==> src/rtl/ctl_regslave_pkg.sv <==
package ctl_regslave_pkg;

    // bus sequencer states
    typedef enum logic [1:0] {
        ST_IDLE  = 2'd0,   // waiting for a first beat (stalls it)
        ST_ACT   = 2'd1,   // accepting write beats or the read command
        ST_RDATA = 2'd2    // returning remaining read burst words
    } bus_st_e;

endpackage

==> src/rtl/ctl_pulse_stretch.sv <==
module ctl_pulse_stretch #(
    parameter int LEN         = 10,
    parameter bit ACTIVE_HIGH = 1'b1
) (
    input  logic clk,
    input  logic rst_n,
    input  logic trig_i,
    output logic pulse_o
);
    localparam int CNT_W = $clog2(LEN + 1);

    logic [CNT_W-1:0] cnt_d, cnt_q;

    always_comb begin
        cnt_d = cnt_q;
        if (trig_i) begin
            cnt_d = CNT_W'(LEN);           // reload also on re-trigger
        end else if (cnt_q != '0) begin
            cnt_d = cnt_q - CNT_W'(1);
        end
    end

    always_ff @(posedge clk or negedge rst_n) begin
        if (!rst_n) cnt_q <= '0;
        else        cnt_q <= cnt_d;
    end

    generate
        if (ACTIVE_HIGH) begin : g_hi
            assign pulse_o = (cnt_q != '0);
        end else begin : g_lo
            assign pulse_o = (cnt_q == '0);
        end
    endgenerate
endmodule

==> src/rtl/ctl_level_toggle.sv <==
module ctl_level_toggle (
    input  logic clk,
    input  logic rst_n,
    input  logic flip_i,
    output logic level_o
);
    logic lvl_d, lvl_q;

    always_comb begin
        lvl_d = flip_i ? ~lvl_q : lvl_q;
    end

    always_ff @(posedge clk or negedge rst_n) begin
        if (!rst_n) lvl_q <= 1'b0;
        else        lvl_q <= lvl_d;
    end

    assign level_o = lvl_q;
endmodule

==> src/rtl/ctl_cfg_word.sv <==
module ctl_cfg_word #(
    parameter int DATA_W = 32
) (
    input  logic              clk,
    input  logic              rst_n,
    input  logic              we_i,
    input  logic [DATA_W/8-1:0] be_i,
    input  logic [DATA_W-1:0] wdata_i,
    output logic [DATA_W-1:0] q_o
);
    localparam int BE_W = DATA_W / 8;

    logic [DATA_W-1:0] word_d, word_q;

    always_comb begin
        word_d = word_q;
        for (int b = 0; b < BE_W; b++) begin
            if (we_i && be_i[b]) word_d[8*b +: 8] = wdata_i[8*b +: 8];
        end
    end

    always_ff @(posedge clk or negedge rst_n) begin
        if (!rst_n) word_q <= '0;
        else        word_q <= word_d;
    end

    assign q_o = word_q;
endmodule

==> src/rtl/ctl_regslave.sv <==
module ctl_regslave
    import ctl_regslave_pkg::*;
#(
    parameter int ADDR_W            = 4,
    parameter int DATA_W            = 32,
    parameter int BURST_W           = 4,
    parameter int N_CFG             = 4,
    parameter int PULSE_LEN         = 10,
    parameter bit PULSE_ACTIVE_HIGH = 1'b1
) (
    input  logic                    clk,
    input  logic                    rst_n,
    input  logic [ADDR_W-1:0]       bus_addr,
    input  logic                    bus_write,
    input  logic                    bus_read,
    input  logic [DATA_W-1:0]       bus_wdata,
    input  logic [DATA_W/8-1:0]     bus_be,
    input  logic [BURST_W-1:0]      bus_burstcnt,
    output logic                    bus_wait,
    output logic [DATA_W-1:0]       bus_rdata,
    output logic                    bus_rvalid,
    output logic                    pulse_out,
    output logic                    enable_out,
    output logic [N_CFG*DATA_W-1:0] cfg_out
);
    localparam int CMD_ADDR  = 0;
    localparam int CFG_BASE  = 1;
    localparam int PULSE_BIT = 0;
    localparam int FLIP_BIT  = 1;
    localparam int PULSE_LN  = PULSE_BIT / 8;
    localparam int FLIP_LN   = FLIP_BIT / 8;

    typedef struct packed {
        bus_st_e             st;
        logic [ADDR_W-1:0]   ptr;
        logic [BURST_W-1:0]  left;
        logic                is_rd;
        logic                rvalid;
        logic [DATA_W-1:0]   rdata;
    } seq_t;

    seq_t seq_d, seq_q;

    logic              wait_c;
    logic              wr_beat;
    logic              hit_cmd;
    logic [N_CFG-1:0]  hit_cfg;
    logic [DATA_W-1:0] rd_word;
    logic              trig, flip;
    logic [DATA_W-1:0] cfg_q [N_CFG];

    // address decode on the current beat pointer
    assign hit_cmd = (seq_q.ptr == ADDR_W'(CMD_ADDR));
    generate
        for (genvar i = 0; i < N_CFG; i++) begin : g_dec
            assign hit_cfg[i] = (seq_q.ptr == ADDR_W'(CFG_BASE + i));
        end
    endgenerate

    always_comb begin
        rd_word = '0;
        if (hit_cmd) rd_word[FLIP_BIT] = enable_out;
        for (int i = 0; i < N_CFG; i++) begin
            if (hit_cfg[i]) rd_word = cfg_q[i];
        end
    end

    // bus sequencer
    always_comb begin
        seq_d        = seq_q;
        seq_d.rvalid = 1'b0;
        wait_c       = 1'b0;
        wr_beat      = 1'b0;
        unique case (seq_q.st)
            ST_IDLE: begin
                if (bus_write || bus_read) begin
                    wait_c      = 1'b1;
                    seq_d.st    = ST_ACT;
                    seq_d.ptr   = bus_addr;
                    seq_d.left  = (bus_burstcnt == '0) ? BURST_W'(1) : bus_burstcnt;
                    seq_d.is_rd = bus_read && !bus_write;
                end
            end
            ST_ACT: begin
                if (seq_q.is_rd) begin
                    if (bus_read) begin
                        seq_d.rvalid = 1'b1;
                        seq_d.rdata  = rd_word;
                        seq_d.ptr    = seq_q.ptr + ADDR_W'(1);
                        seq_d.left   = seq_q.left - BURST_W'(1);
                        seq_d.st     = (seq_q.left == BURST_W'(1)) ? ST_IDLE : ST_RDATA;
                    end
                end else if (bus_write) begin
                    wr_beat    = 1'b1;
                    seq_d.ptr  = seq_q.ptr + ADDR_W'(1);
                    seq_d.left = seq_q.left - BURST_W'(1);
                    seq_d.st   = (seq_q.left == BURST_W'(1)) ? ST_IDLE : ST_ACT;
                end
            end
            ST_RDATA: begin
                wait_c       = 1'b1;
                seq_d.rvalid = 1'b1;
                seq_d.rdata  = rd_word;
                seq_d.ptr    = seq_q.ptr + ADDR_W'(1);
                seq_d.left   = seq_q.left - BURST_W'(1);
                seq_d.st     = (seq_q.left == BURST_W'(1)) ? ST_IDLE : ST_RDATA;
            end
            default: seq_d.st = ST_IDLE;
        endcase
    end

    always_ff @(posedge clk or negedge rst_n) begin
        if (!rst_n) seq_q <= '0;
        else        seq_q <= seq_d;
    end

    assign bus_wait   = wait_c;
    assign bus_rvalid = seq_q.rvalid;
    assign bus_rdata  = seq_q.rdata;

    // command word decode
    assign trig = wr_beat && hit_cmd && bus_be[PULSE_LN] && bus_wdata[PULSE_BIT];
    assign flip = wr_beat && hit_cmd && bus_be[FLIP_LN]  && bus_wdata[FLIP_BIT];

    ctl_pulse_stretch #(
        .LEN         (PULSE_LEN),
        .ACTIVE_HIGH (PULSE_ACTIVE_HIGH)
    ) u_pulse (
        .clk     (clk),
        .rst_n   (rst_n),
        .trig_i  (trig),
        .pulse_o (pulse_out)
    );

    ctl_level_toggle u_enable (
        .clk     (clk),
        .rst_n   (rst_n),
        .flip_i  (flip),
        .level_o (enable_out)
    );

    generate
        for (genvar i = 0; i < N_CFG; i++) begin : g_cfg
            ctl_cfg_word #(.DATA_W(DATA_W)) u_word (
                .clk     (clk),
                .rst_n   (rst_n),
                .we_i    (wr_beat && hit_cfg[i]),
                .be_i    (bus_be),
                .wdata_i (bus_wdata),
                .q_o     (cfg_q[i])
            );
            assign cfg_out[DATA_W*i +: DATA_W] = cfg_q[i];
        end
    endgenerate
endmodule

==> config.mk <==
export PLATFORM = sky130hd
export DESIGN_NAME = ctl_regslave
export DESIGN_NICKNAME = d
export VERILOG_FILES = /design/src/rtl/ctl_regslave_pkg.sv /design/src/rtl/ctl_pulse_stretch.sv /design/src/rtl/ctl_level_toggle.sv /design/src/rtl/ctl_cfg_word.sv /design/src/rtl/ctl_regslave.sv
export SDC_FILE = /design/constraint.sdc
export NUM_CORES = 1
export LEC_CHECK = 0
export ABC_AREA = 1
export BUFFER_PORTS_ARGS = -buffer_cell sky130_fd_sc_hd__buf_2
export CORE_ASPECT_RATIO = 1.25
export CORE_MARGIN = 8
export CORE_UTILIZATION = 58
export DETAILED_ROUTE_END_ITERATION = 8
export GPL_ROUTABILITY_DRIVEN = 0
export PLACE_DENSITY = 0.83
export SETUP_SLACK_MARGIN = 0.1
export SLEW_MARGIN = 30
export SYNTH_ARGS = -nofsm -noshare
export SYNTH_HDL_FRONTEND = slang
export SYNTH_SLANG_ARGS = --single-unit
export TNS_END_PERCENT = 30
==> constraint.sdc <==
create_clock -name clk -period 2.9 [get_ports clk]
set_input_delay 0.145 -clock clk [delete_from_list [all_inputs] [get_ports clk]]
set_output_delay 0.145 -clock clk [all_outputs]
set_load 0.05 [all_outputs]
==> results.json, run 1 <==
{
  "placedInstanceArea_mm2": 0.00964,
  "use_met3_pct": 7.49,
  "netSwitchingFraction_pct": 52.0,
  "die-area_mm2": 0.0192,
  "path_clk_slew_ns": 0.07,
  "grt_pass1_wl_mm": 40.7,
  "layout_setup_ws_ns": 0.619,
  "routedWlPerCell_um": 16.8,
  "dp_slack_ns": 0.682,
  "clock_latency_ns": 0.43,
  "die_w_um": 125,
  "max_freq_mhz": 438,
  "netlist_area_mm2": 0.00868,
  "critPathArrivalTime_ns": 2.58,
  "grt_pass1_vias": 8120,
  "clk_path_buf_depth": 2,
  "slew_headroom_pct": 56.3,
  "crit_type": "flip-flop to flip-flop",
  "postCtsSetupRepairBufs": 0,
  "design_area_mm2": 0.0103,
  "r2r_slack_ns": 0.62,
  "cp_max_fo": 39,
  "finalHoldViolCount": 0,
  "period_needed_ns": 2.28,
  "seq_power_share_pct": 31.3,
  "row_count": 50,
  "synth_compound_area_share_pct": 9.93,
  "setup_violations": 0,
  "outcome": "finished, final reports clean",
  "cts_tree": "yes",
  "worst_setup_path_start_kind": "flip-flop",
  "overflow": 0,
  "cts_made_buffers": 17,
  "whs_ns": 0.0165,
  "start_util_pct": 58.5,
  "portBuffers": 211,
  "via_count": 8064,
  "dpl.hpwl_mm": 18.0,
  "antenna_found_initial": 0,
  "cts.sinks": 177,
  "grt_max_degree": 67,
  "rsz0062_at_grt": "no",
  "post-route-util_pct": 69.4,
  "drtIter0Drc": 677,
  "fin_skew_ns": 0.00761,
  "grt-busiest-layer": "met2",
  "worst_pin_slew_ns": 0.654,
  "insertedDiodeCount": 0,
  "grt_use_total_pct": 26.4,
  "ys_seq_elements": 177,
  "yosys.area.top_type": "dfrtp_1",
  "synth_top_area_share_pct": 51.0,
  "clock-root-buffer": "clkbuf_16",
  "ys_top_cells_by_area": "dfrtp_1, nand2_1, o21ai_1",
  "synthAdderAreaFrac_pct": 1.73,
  "yosysWarnings": 0,
  "yosysSeqAreaShare_pct": 51.0,
  "fin_nets": 1359,
  "p_comb_share_pct": 50.7,
  "synthXorXnorAreaFrac_pct": 0.404,
  "syn-num-nets": 1189,
  "drive_above_1_share_pct": 20.5,
  "drc": 0,
  "drt_wl_total_mm": 25.0,
  "finalMaxSlewViolations": 0,
  "required_ns": 3.20,
  "use_met2_pct": 44.9,
  "core_area_mm2": 0.0148,
  "drtAntennaViolNets": 0,
  "p_leak_uw": 0.00598,
  "ir_worst_vdd_mv": 0.739,
  "maxCapViolCount": 0,
  "viasPerCell": 5.40,
  "synth_mux_area_share_pct": 0,
  "first_pass_iters": 5,
  "pin_count": 212,
  "p_clk_share_pct": 18.0,
  "internal_power_uw": 6010,
  "synthDistinctLibCells": 29,
  "htreeDepth": 4,
  "die_y_um": 153,
  "power_density_mw_per_mm2": 1220,
  "syn_inst": 1129,
  "fin_crit_sh_pct": 78.6,
  "worstSetupEndpointType": "flip-flop",
  "synth_top_family_by_area": "simple AND/OR/NAND/NOR gates",
  "n_fill_cell": 1222,
  "holdCritPathClass": "primary input to flip-flop",
  "yosys.area_share.simple_pct": 26.8,
  "finalSetupTns_ns": 0,
  "area_delta_synth_final_pct": 18.5,
  "use_met1_pct": 30.2,
  "p_sw_uw": 6500,
  "syn_avg_cell_area_um2": 7.69
}
[path summary, 6_finish.rpt]
path,start,end,cells after the start
min,bus_wdata[23],g_cfg[2].u_word.q_o[23],3
max reg2reg,seq_q[40],g_cfg[2].u_word.q_o[18],7
min reg2reg,bus_rdata[19],bus_rdata[19],2
max in group asynchronous,rst_n,g_cfg[3].u_word.q_o[9],3
min in group asynchronous,rst_n,seq_q[36],2
max,seq_q[40],g_cfg[2].u_word.q_o[18],7
[power groups by stage]
| stage | logic (µW) | registers (µW) | clock network, µW |
|---|---|---|---|
| 2_1_floorplan | 3150 | 5660 | 0 |
| 3_3_place_gp | 6200 | 3920 | 0 |
| 3_5_place_dp | 6310 | 3930 | 0 |
| 4_1_cts | 6360 | 3900 | 2260 |
| 5_1_grt | 6810 | 4000 | 2370 |
| 6_report | 6340 | 3920 | 2250 |
[cells in the final DEF, fill, tap and decap left out, drive strengths merged]
| cell | n |
|---|---|
| xor2 | 2 |
| a21oi | 13 |
| nand2 | 431 |
| o21ai | 152 |
| o22ai | 1 |
| o31ai | 1 |
| clkbuf | 21 |
| bufinv | 2 |
| ha | 12 |
| clkinvlp | 2 |
| a31oi | 1 |
| buf | 226 |
| inv | 109 |
| o211ai | 1 |
| clkinv | 5 |
| nand3b | 1 |
| nor3 | 1 |
| dfrtp | 177 |
| xnor2 | 2 |
| dlygate4sd3 | 8 |
| nand3 | 47 |
| nor2 | 67 |
| a22o | 1 |
| nand4 | 27 |
[critical path, cell delays in order (launching register included)]
cell and delay (ns):
dfrtp_1 0.45, nor2_4 0.16, buf_4 0.41, nand2_2 0.31, nor2_2 0.22, nand2_1 0.36, nand2_1 0.16, o21ai_1 0.07
[area by class of cell]
| cell class | count | area [µm²] | area share (%) |
|---|---|---|---|
| sequential | 177 | 4430 | 43.1 |
| timing repair buffer | 234 | 1270 | 12.3 |
| multi-input combinational | 760 | 3380 | 32.9 |
| tap | 182 | 228 | 2.21 |
| inverter | 109 | 409 | 3.98 |
| clock buffer | 21 | 460 | 4.48 |
| clock inverter | 9 | 108 | 1.05 |
[synth_stat cells]
cell type,number
nor2_1,58
nand2_1,429
xor2_1,2
o22ai_1,1
o31ai_1,1
nor2_4,2
o211ai_1,1
clkinv_1,1
nand3_2,1
a31oi_1,1
inv_1,107
inv_2,1
nand4_1,27
nand2_2,2
o21ai_0,63
ha_1,12
nand3b_1,1
buf_2,26
buf_1,7
a21oi_1,13
nor2_2,7
o21ai_1,89
a22o_1,1
buf_4,32
dfrtp_1,177
nor3_1,1
xnor2_1,2
clkbuf_1,18
nand3_1,46
[per-stage QoR]
step / total power, µW / cells
after CTS: 12500 / 1492
after global routing: 13200 / 1492
final: 12500 / 1492
after floorplan: 8810 / 1129
after detailed placement: 10200 / 1454
after global placement: 10100 / 1454
[layer usage]
metal | vias up | part of all wire [%] | wire [µm]
met3 | 65 | 7.2 | 1810
met5 | - | 0 | 0
met1 | 3810 | 39 | 9800
met4 | 0 | 3.5 | 872
met2 | 336 | 50 | 12500
li1 | 3853 | - | -
[registers in the layout, indices dropped and copies added (netlist names)]
signal,flops
bus_rvalid,1
seq_q,11
u_pulse.cnt_q,4
g_cfg.u_word.q_o,128
bus_rdata,32
u_enable.level_o,1
[kinds of logic (layout without fill, tap and decap cells)]
logic type	count (synthesis)	count (layout)
and+or+nand+nor	574	574
xor gates and xnor gates	4	4
buffers and inverters	192	373
DFF	177	177
adders and majority gates	12	12
AOI/OAI and AO/OA	170	170
[repair_timing]
item | 4_1_cts | 5_1_grt
endpoints found under the hold margin | 85 | 0
hold buffers | 8 | 0
gates resized for setup | 0 | 0
(Power assumes the default switching activity.)
==> run 2, diff against run 1 <==
--- a/config.mk
+++ b/config.mk
@@ -9,10 +9,10 @@
 export BUFFER_PORTS_ARGS = -buffer_cell sky130_fd_sc_hd__buf_2
 export CORE_ASPECT_RATIO = 1.25
 export CORE_MARGIN = 8
-export CORE_UTILIZATION = 58
+export CORE_UTILIZATION = 54
 export DETAILED_ROUTE_END_ITERATION = 8
 export GPL_ROUTABILITY_DRIVEN = 0
-export PLACE_DENSITY = 0.83
+export PLACE_DENSITY = 0.78
 export SETUP_SLACK_MARGIN = 0.1
 export SLEW_MARGIN = 30
 export SYNTH_ARGS = -nofsm -noshare
==> constraint.sdc (replaced) <==
create_clock -name clk -period 2.1 [get_ports clk]
set_input_delay 0.105 -clock clk [delete_from_list [all_inputs] [get_ports clk]]
set_output_delay 0.105 -clock clk [all_outputs]
set_load 0.05 [all_outputs]
==> results.json, run 2 (synthesized netlist as in run 1, its figures left out) <==
{
  "outcome": "finished, final reports clean",
  "finalMaxSlewViolations": 0,
  "grt_pass1_vias": 8140,
  "overflow": 0,
  "r2r_slack_ns": 0.17,
  "path_clk_slew_ns": 0.07,
  "cp_max_fo": 16,
  "worst_setup_path_start_kind": "flip-flop",
  "design_area_mm2": 0.0107,
  "finalHoldViolCount": 0,
  "max_stage_delay_ns": 0.44,
  "ir_worst_vdd_mv": 0.805,
  "setup_violations": 0,
  "core_area_mm2": 0.0159,
  "die_w_um": 129,
  "pin_count": 212,
  "critPathArrivalTime_ns": 2.22,
  "cts.sinks": 177,
  "worstSetupEndpointType": "flip-flop",
  "die_y_um": 158,
  "fin_nets": 1396,
  "holdCritPathClass": "primary input to flip-flop",
  "drc": 0,
  "p_leak_uw": 0.00614,
  "routedWlPerCell_um": 16.5,
  "cts_made_buffers": 17,
  "portBuffers": 211,
  "crit_slowest_cell": "dfrtp_1",
  "post-route-util_pct": 67.0,
  "area_delta_synth_final_pct": 23.1,
  "dp_cells": 1502,
  "final_common_cell": "nand2_1",
  "cp_cell_sequence": "nor2_4 > nand2_2 > nor2_2 > nand2_1 > nand2_1 > o21ai_1",
  "largest_reg_flops": 128,
  "placedInstanceArea_mm2": 0.00980,
  "period_needed_ns": 1.93,
  "crit_top_cell": "nand2_1",
  "required_ns": 2.40,
  "slew_headroom_pct": 60.0,
  "first_pass_iters": 5,
  "antenna_found_initial": 2,
  "clock-root-buffer": "clkbuf_16",
  "start_util_pct": 54.4,
  "fin_skew_ns": 0.0100,
  "grt_max_degree": 65,
  "via_count": 8194,
  "postCtsSetupRepairBufs": 0,
  "fin_crit_sh_pct": 91.7,
  "power_density_mw_per_mm2": 1620,
  "drt_wl_total_mm": 25.8,
  "worst_pin_slew_ns": 0.599,
  "drtIter0Drc": 554,
  "clk_path_buf_depth": 2,
  "drive_above_1_share_pct": 21.9,
  "final_cells": 1566,
  "n_fill_cell": 1306,
  "crit_type": "flip-flop to flip-flop",
  "clock_latency_ns": 0.43,
  "drtAntennaViolNets": 0,
  "viasPerCell": 5.23,
  "cts_tree": "yes",
  "row_count": 52,
  "htreeDepth": 4,
  "die-area_mm2": 0.0204,
  "grt_pass1_wl_mm": 40.9,
  "max_freq_mhz": 519,
  "rsz0062_at_grt": "yes",
  "maxCapViolCount": 0,
  "grt_use_total_pct": 25.8,
  "most-common-layout-cells": "nand2_1, buf_2, dfrtp_1",
  "dpl.hpwl_mm": 18.6
}
run 2: layer usage:
metal	GRT usage [%]	vias up	wire length, µm
li1	-	3950	-
met3	7.18	66	1900
met2	44.5	295	13100
met5	0	-	12
met4	12.6	2	851
met1	28.6	3881	9910
run 2: worst paths after layout:
| check | from | to | depth (start not counted) |
|---|---|---|---|
| hold reg to reg | bus_rdata[6] | bus_rdata[6] | 2 |
| max in group asynchronous | rst_n | g_cfg[1].u_word.q_o[14] | 3 |
| min in group asynchronous | rst_n | seq_q[36] | 2 |
| setup / recovery | seq_q[40] | g_cfg[1].u_word.q_o[12] | 6 |
| setup reg to reg | seq_q[40] | g_cfg[1].u_word.q_o[12] | 6 |
| hold / removal | bus_burstcnt[1] | seq_q[35] | 5 |
run 2: layout make-up:
| type | instances | area [µm²] | share of cell area (%) |
|---|---|---|---|
| antenna | 1 | 2.50 | 0.0234 |
| clock buffer | 19 | 443 | 4.14 |
| clock inverter | 13 | 110 | 1.03 |
| inverter | 109 | 413 | 3.86 |
| multi-input combinational | 760 | 3400 | 31.8 |
| sequential | 177 | 4430 | 41.4 |
| tap | 216 | 270 | 2.53 |
| timing repair buffer | 271 | 1620 | 15.1 |
run 2: worst max-delay path: cells and delay by family, from the launching register on:
kind / cells / cell delay (ns)
AO/OA/AOI/OAI: 1 / 0.08
AND/OR/NAND/NOR: 5 / 1.26
flip-flops: 1 / 0.44
run 2: through the flow:
stage / worst slack [ns] / power, µW / hold WS, ns / setup TNS, ns
detailed placement: 0.117 / 14300 / 0.0362 / 0
global placement: 0.166 / 14100 / 0.0339 / 0
global route: -0.0119 / 18400 / 0.0190 / -0.0315
CTS: 0.109 / 17400 / 0.000941 / 0
floorplan: 0.177 / 12200 / -0.191 / 0
finish: 0.175 / 17400 / 0.00742 / 0
run 2: what timing repair did:
item / CTS / global route
endpoints found under the setup margin: 1 / 93
resized for setup: 1 / 7
hold buffers: 31 / 0
endpoints found under the hold margin: 247 / 0
cloned: 0 / 0
pin swaps: 0 / 1
run 2: power by group:
part | switching (µW) | leakage, µW | internal (µW)
registers | 868 | 0.00231 | 4550
clock network | 1360 | 0.000273 | 1660
logic | 6820 | 0.00356 | 2110
